--- src/rtl/slp_pkg.sv ---
package slp_pkg;
  localparam int FRAME_W   = 24;
  localparam int SEL_W     = 2;
  localparam int PAYLOAD_W = FRAME_W - SEL_W;
  localparam int NUM_LATCH = 3;
  localparam int IDX_REF   = 0;
  localparam int IDX_N     = 1;
  localparam int IDX_FN    = 2;

  typedef enum logic [SEL_W-1:0] {
    DEST_REF  = 2'b00,
    DEST_N    = 2'b01,
    DEST_FN   = 2'b10,
    DEST_INIT = 2'b11
  } dest_e;

  typedef struct packed {
    logic                 shift;
    logic [NUM_LATCH-1:0] load;
    logic                 initPulse;
  } strobe_t;
endpackage

--- src/rtl/slp_sync.sv ---
module slp_sync #(
  parameter int DEPTH = 2
) (
  input  logic clk,
  input  logic rst_n,
  input  logic din,
  output logic syncOut,
  output logic syncPrev
);
  logic [DEPTH:0] pipe;

  always_ff @(posedge clk) begin
    if (!rst_n) pipe <= '0;
    else        pipe <= {pipe[DEPTH-1:0], din};
  end

  assign syncOut  = pipe[DEPTH-1];
  assign syncPrev = pipe[DEPTH];
endmodule

--- src/rtl/slp_ctrl.sv ---
module slp_ctrl
  import slp_pkg::*;
(
  input  logic             clk,
  input  logic             rst_n,
  input  logic             ckNow,
  input  logic             ckPrev,
  input  logic             leNow,
  input  logic             lePrev,
  input  logic [SEL_W-1:0] selBits,
  output strobe_t          stb
);
  logic ckRise, leRise;

  assign ckRise = ckNow & ~ckPrev;
  assign leRise = leNow & ~lePrev;

  always_comb begin
    stb           = '0;
    stb.shift     = ckRise;
    if (leRise) begin
      unique case (dest_e'(selBits))
        DEST_REF:  stb.load[IDX_REF] = 1'b1;
        DEST_N:    stb.load[IDX_N]   = 1'b1;
        DEST_FN:   stb.load[IDX_FN]  = 1'b1;
        DEST_INIT: begin
          stb.load[IDX_FN] = 1'b1;
          stb.initPulse    = 1'b1;
        end
        default: ;
      endcase
    end
  end


  load_onehot_chk: assert property (@(posedge clk) disable iff (!rst_n)
    $onehot0(stb.load));


  init_implies_fn_chk: assert property (@(posedge clk) disable iff (!rst_n)
    stb.initPulse |-> stb.load[IDX_FN]);


  le_single_chk: assert property (@(posedge clk) disable iff (!rst_n)
    (stb.load != '0) |=> (stb.load == '0));
endmodule

--- src/rtl/slp_datapath.sv ---
module slp_datapath
  import slp_pkg::*;
(
  input  logic             clk,
  input  logic             rst_n,
  input  logic             dataBit,
  input  strobe_t          stb,
  output logic [SEL_W-1:0] selBits,
  output logic [13:0]      refDiv,
  output logic [1:0]       abWidth,
  output logic [1:0]       testBits,
  output logic             ldPrec,
  output logic [5:0]       aVal,
  output logic [12:0]      bVal,
  output logic             gainBit,
  output logic             fnF1,
  output logic             pd1,
  output logic [2:0]       muxSel,
  output logic [3:0]       fnMode,
  output logic [3:0]       timerCode,
  output logic [2:0]       cpCur1,
  output logic [2:0]       cpCur2,
  output logic             pd2,
  output logic [1:0]       presc,
  output logic             cntRstPulse
);
  logic [FRAME_W-1:0]   shiftReg;
  logic [PAYLOAD_W-1:0] latchWord [NUM_LATCH];

  always_ff @(posedge clk) begin
    if (!rst_n)         shiftReg <= '0;
    else if (stb.shift) shiftReg <= {shiftReg[FRAME_W-2:0], dataBit};
  end

  assign selBits = shiftReg[SEL_W-1:0];

  for (genvar gi = 0; gi < NUM_LATCH; gi++) begin : g_latch
    always_ff @(posedge clk) begin
      if (!rst_n)            latchWord[gi] <= '0;
      else if (stb.load[gi]) latchWord[gi] <= shiftReg[FRAME_W-1:SEL_W];
    end


    latch_hold_chk: assert property (@(posedge clk) disable iff (!rst_n)
      !stb.load[gi] |=> $stable(latchWord[gi]));


    latch_load_chk: assert property (@(posedge clk) disable iff (!rst_n)
      stb.load[gi] |=> (latchWord[gi] == $past(shiftReg[FRAME_W-1:SEL_W])));
  end

  always_ff @(posedge clk) begin
    if (!rst_n) cntRstPulse <= 1'b0;
    else        cntRstPulse <= stb.initPulse;
  end

  // Reference latch fields
  assign refDiv   = latchWord[IDX_REF][13:0];
  assign abWidth  = latchWord[IDX_REF][15:14];
  assign testBits = latchWord[IDX_REF][17:16];
  assign ldPrec   = latchWord[IDX_REF][18];
  wire   unusedRefHi = ^latchWord[IDX_REF][PAYLOAD_W-1:19];

  // Divider latch fields
  assign aVal     = latchWord[IDX_N][5:0];
  assign bVal     = latchWord[IDX_N][18:6];
  assign gainBit  = latchWord[IDX_N][19];
  wire   unusedNHi = ^latchWord[IDX_N][PAYLOAD_W-1:20];

  // Function latch fields
  assign fnF1      = latchWord[IDX_FN][0];
  assign pd1       = latchWord[IDX_FN][1];
  assign muxSel    = latchWord[IDX_FN][4:2];
  assign fnMode    = latchWord[IDX_FN][8:5];
  assign timerCode = latchWord[IDX_FN][12:9];
  assign cpCur1    = latchWord[IDX_FN][15:13];
  assign cpCur2    = latchWord[IDX_FN][18:16];
  assign pd2       = latchWord[IDX_FN][19];
  assign presc     = latchWord[IDX_FN][21:20];


  shift_idle_chk: assert property (@(posedge clk) disable iff (!rst_n)
    !stb.shift |=> $stable(shiftReg));


  pulse_width_chk: assert property (@(posedge clk) disable iff (!rst_n)
    cntRstPulse |=> !cntRstPulse);
endmodule

--- src/rtl/serial_latch_port.sv ---
module serial_latch_port
  import slp_pkg::*;
#(
  parameter int SYNC_DEPTH = 2
) (
  input  logic        clk,
  input  logic        rst_n,
  input  logic        serClk,
  input  logic        serData,
  input  logic        serLe,
  output logic [13:0] refDiv,
  output logic [1:0]  abWidth,
  output logic [1:0]  testBits,
  output logic        ldPrec,
  output logic [5:0]  aVal,
  output logic [12:0] bVal,
  output logic        gainBit,
  output logic        fnF1,
  output logic        pd1,
  output logic [2:0]  muxSel,
  output logic [3:0]  fnMode,
  output logic [3:0]  timerCode,
  output logic [2:0]  cpCur1,
  output logic [2:0]  cpCur2,
  output logic        pd2,
  output logic [1:0]  presc,
  output logic        cntRstPulse
);
  logic ckNow, ckPrev, leNow, lePrev, dataNow, unusedDataPrev;
  logic [SEL_W-1:0] selBits;
  strobe_t stb;

  slp_sync #(.DEPTH(SYNC_DEPTH)) u_sync_ck (
    .clk(clk), .rst_n(rst_n), .din(serClk), .syncOut(ckNow), .syncPrev(ckPrev));
  slp_sync #(.DEPTH(SYNC_DEPTH)) u_sync_le (
    .clk(clk), .rst_n(rst_n), .din(serLe), .syncOut(leNow), .syncPrev(lePrev));
  slp_sync #(.DEPTH(SYNC_DEPTH)) u_sync_d (
    .clk(clk), .rst_n(rst_n), .din(serData), .syncOut(dataNow), .syncPrev(unusedDataPrev));

  slp_ctrl u_ctrl (
    .clk(clk), .rst_n(rst_n), .ckNow(ckNow), .ckPrev(ckPrev),
    .leNow(leNow), .lePrev(lePrev), .selBits(selBits), .stb(stb));

  slp_datapath u_dp (
    .clk(clk), .rst_n(rst_n), .dataBit(dataNow), .stb(stb), .selBits(selBits),
    .refDiv(refDiv), .abWidth(abWidth), .testBits(testBits), .ldPrec(ldPrec),
    .aVal(aVal), .bVal(bVal), .gainBit(gainBit),
    .fnF1(fnF1), .pd1(pd1), .muxSel(muxSel), .fnMode(fnMode),
    .timerCode(timerCode), .cpCur1(cpCur1), .cpCur2(cpCur2), .pd2(pd2),
    .presc(presc), .cntRstPulse(cntRstPulse));
endmodule

--- config.mk ---
export PLATFORM = sky130hd
export DESIGN_NAME = serial_latch_port
export DESIGN_NICKNAME = d
export VERILOG_FILES = /design/src/rtl/slp_pkg.sv /design/src/rtl/slp_sync.sv /design/src/rtl/slp_ctrl.sv /design/src/rtl/slp_datapath.sv /design/src/rtl/serial_latch_port.sv
export SDC_FILE = /design/constraint.sdc
export NUM_CORES = 1
export LEC_CHECK = 0
export BUFFER_PORTS_ARGS = -buffer_cell sky130_fd_sc_hd__buf_4
export CORE_ASPECT_RATIO = 1.1
export CORE_MARGIN = 2
export CORE_UTILIZATION = 45
export CTS_BUF_LIST = sky130_fd_sc_hd__clkbuf_4 sky130_fd_sc_hd__clkbuf_8
export CTS_CLUSTER_SIZE = 10
export DETAILED_ROUTE_END_ITERATION = 8
export PLACE_DENSITY_LB_ADDON = 0.25
export SLEW_MARGIN = 20
export SYNTH_ARGS = -nofsm -noshare
export SYNTH_HDL_FRONTEND = slang
export SYNTH_HIERARCHICAL = 1
export SYNTH_SLANG_ARGS = --single-unit
--- constraint.sdc ---
create_clock -name clk -period 2.1 [get_ports clk]
set_clock_uncertainty 0.05 [all_clocks]
set_input_delay 0 -clock clk [delete_from_list [all_inputs] [get_ports clk]]
set_output_delay 0 -clock clk [all_outputs]
set_load 0.005 [all_outputs]
==> impl_results.md <==
- Placed cell area: 0.00413 mm2
- Post-route ant nets: 0
- Critical path capture point type: flip-flop
- Place WS: ~540 ps
- Inserted Diodes: 0
- Yosys warns: 6
- Core ar.: ~0.0076 mm2
- Sequence of cells on the critical path: and4bb_2 -> nand2b_1 -> buf_4
- CP Data Required Time: 2100 ps
- Drt initial violations: 129
- Skew-Pair Late Insertion Delay: 350 ps
- Mean Syn Cell Area: approximately 15 um2
- Final critical-path share of the clock period: 0.754
- PostCTS Resize Cnt: 0
- Worst path bufs/invs: 1
- Total power per unit cell area: 788 mW/mm2
- Critical Path AT: 1590 ps
- Worst slack on hold paths: a little under 80 ps
- Leakage: 1.91 nW
- Max stage delay on crit path: 440 ps
- Worst Path Max Fanout: 10
- Num CTS Buffers: 9
- Number of remaining DRC errors: 0
- R2R Setup Slk: 520 ps
- Final Cell Area: 0.00437 mm2
- Hold WC Path Type: in -> reg
- Clock Sinks: 94
- Slowest cell on crit path: dfxtp_1
- Max-Slew Margin vs Limit: 0.711
- Area growth syn-to-layout: 23.5%
- Clk root buf: clkbuf_8
- Worst path top cell family by delay: simple AND/OR/NAND/NOR gates
- Maxcap violations: 0
- Per-cell routed wire length: roughly 15 um
- Status: completed
- Initial antenna violation count: 0
- Top Ports: between 60 and 70
- Hold Violations, Final: 0
- Min cycle time layout: 1580 ps
- Clock slew at reported path FFs: 80 ps
- Die height: roughly 97 um
- Vias in the first global route: 1956
- Layout Utilization: 0.578
- Max IR drop VDD: 0.373 mV
- Mapped Area: 0.00353 mm2
- CP Launch Type: flip-flop
- 1st-pass router iterations: 4
- Row cnt: 33
- Final net count: 314
- Slew @ Worst Pin: roughly 430 ps
- Syn nets: 246
- Layout cell share with drive strength beyond 1: 0.290
- RSZ-0062 raised after global routing: no
- Die area: approximately 0.0086 mm2
- H-tree depth: 3
- GRT Total Usage: 0.154
- Post-Route Setup TNS: 0 ps
- GRT overflow: 0
- Via Count: just over 2000
- Die Wd: 88.5 um
- TritonCTS clock tree: yes
- Initial Util: 0.468
- Clk buf depth: 2
- FMAX: approximately 630 MHz
- # port buffers: 66
- Final WS setup: 517 ps
- First-pass GRT wire length: 9970 um
- Routability cong.: 0.729
- Crit path kind: reg -> reg
- Mapped Cells: 241
- Post-Route WL: 6270 um
- Final Max Tran Viols: 0
- Vias per cell: 4.84
- Final setup viols: 0
- Post-DP HPWL: 4040 um
- Largest net degree at the start of global routing: 56
layer usage:
| metal | part of all wire | GRT usage | up-vias | wire (um) |
|---|---|---|---|---|
| met4 | 0.014 | 0.0594 | 0 | 87 |
| met1 | 0.44 | 0.199 | 977 | 2780 |
| met3 | 0.034 | 0.0401 | 8 | 211 |
| met5 | 0 | 0 | - | 0 |
| li1 | - | - | 1005 | - |
| met2 | 0.51 | 0.245 | 39 | 3190 |
per-stage QoR:
| stage | total power, W | std cells |
|---|---|---|
| 3_3_place_gp | 0.00225 | 400 |
| 3_5_place_dp | 0.00225 | 400 |
| 6_report | 0.00344 | 419 |
| 2_1_floorplan | 0.00215 | 241 |
| 5_1_grt | 0.00356 | 419 |
| 4_1_cts | 0.00346 | 419 |
sequential cells by signal, summed over array words and instances (netlist names):
signal / count
u_sync_d/pipe: 2
u_sync_le/pipe: 3
u_dp/latchWord: 61
u_sync_ck/pipe: 3
u_dp/cntRstPulse: 1
u_dp/shiftReg: 24
placed cells by master (no fill, tap or decap), types with 2 or more instances in the layout:
master         instances
bufinv_16              2
buf_12                 2
clkinv_1               3
and3_1                61
buf_4                 73
mux2i_1               24
edfxtp_1              61
clkbuf_8               9
nand2b_1               3
nor2b_1               24
dlygate4sd3_1          3
and2_1                 9
dfxtp_1               33
power by group:
part | switching [W] | internal (W) | total, W
Combinational | 0.0000863 | 0.0000935 | 0.000180
Clock | 0.000557 | 0.000670 | 0.00123
Sequential | 0.0000193 | 0.00201 | 0.00203
worst paths after layout:
path,from,to,depth (start not counted)
worst max-delay path,u_dp/shiftReg[0],u_dp/latchWord[1][13],3
worst min-delay path,rst_n,u_dp/shiftReg[4],2
worst max register to register,u_dp/shiftReg[0],u_dp/latchWord[1][13],3
worst min register to register,u_sync_d/pipe[0],u_sync_d/pipe[1],1
area by class of cell:
| cell class | instances | area, um2 |
|---|---|---|
| fill | 618 | 3190 |
| sequential | 94 | 2490 |
| multi-input combinational | 126 | 916 |
| timing repair buffer | 78 | 618 |
| clock buffer | 10 | 131 |
| tap | 105 | 131 |
| clock inverter | 6 | 76.3 |
what timing repair did:
item / CTS / global route
endpoints found under the hold margin: 3 / 0
hold buffers: 3 / 0
buffers inserted: 0 / 0
No activity file was read; power rests on OpenSTA's default activity.
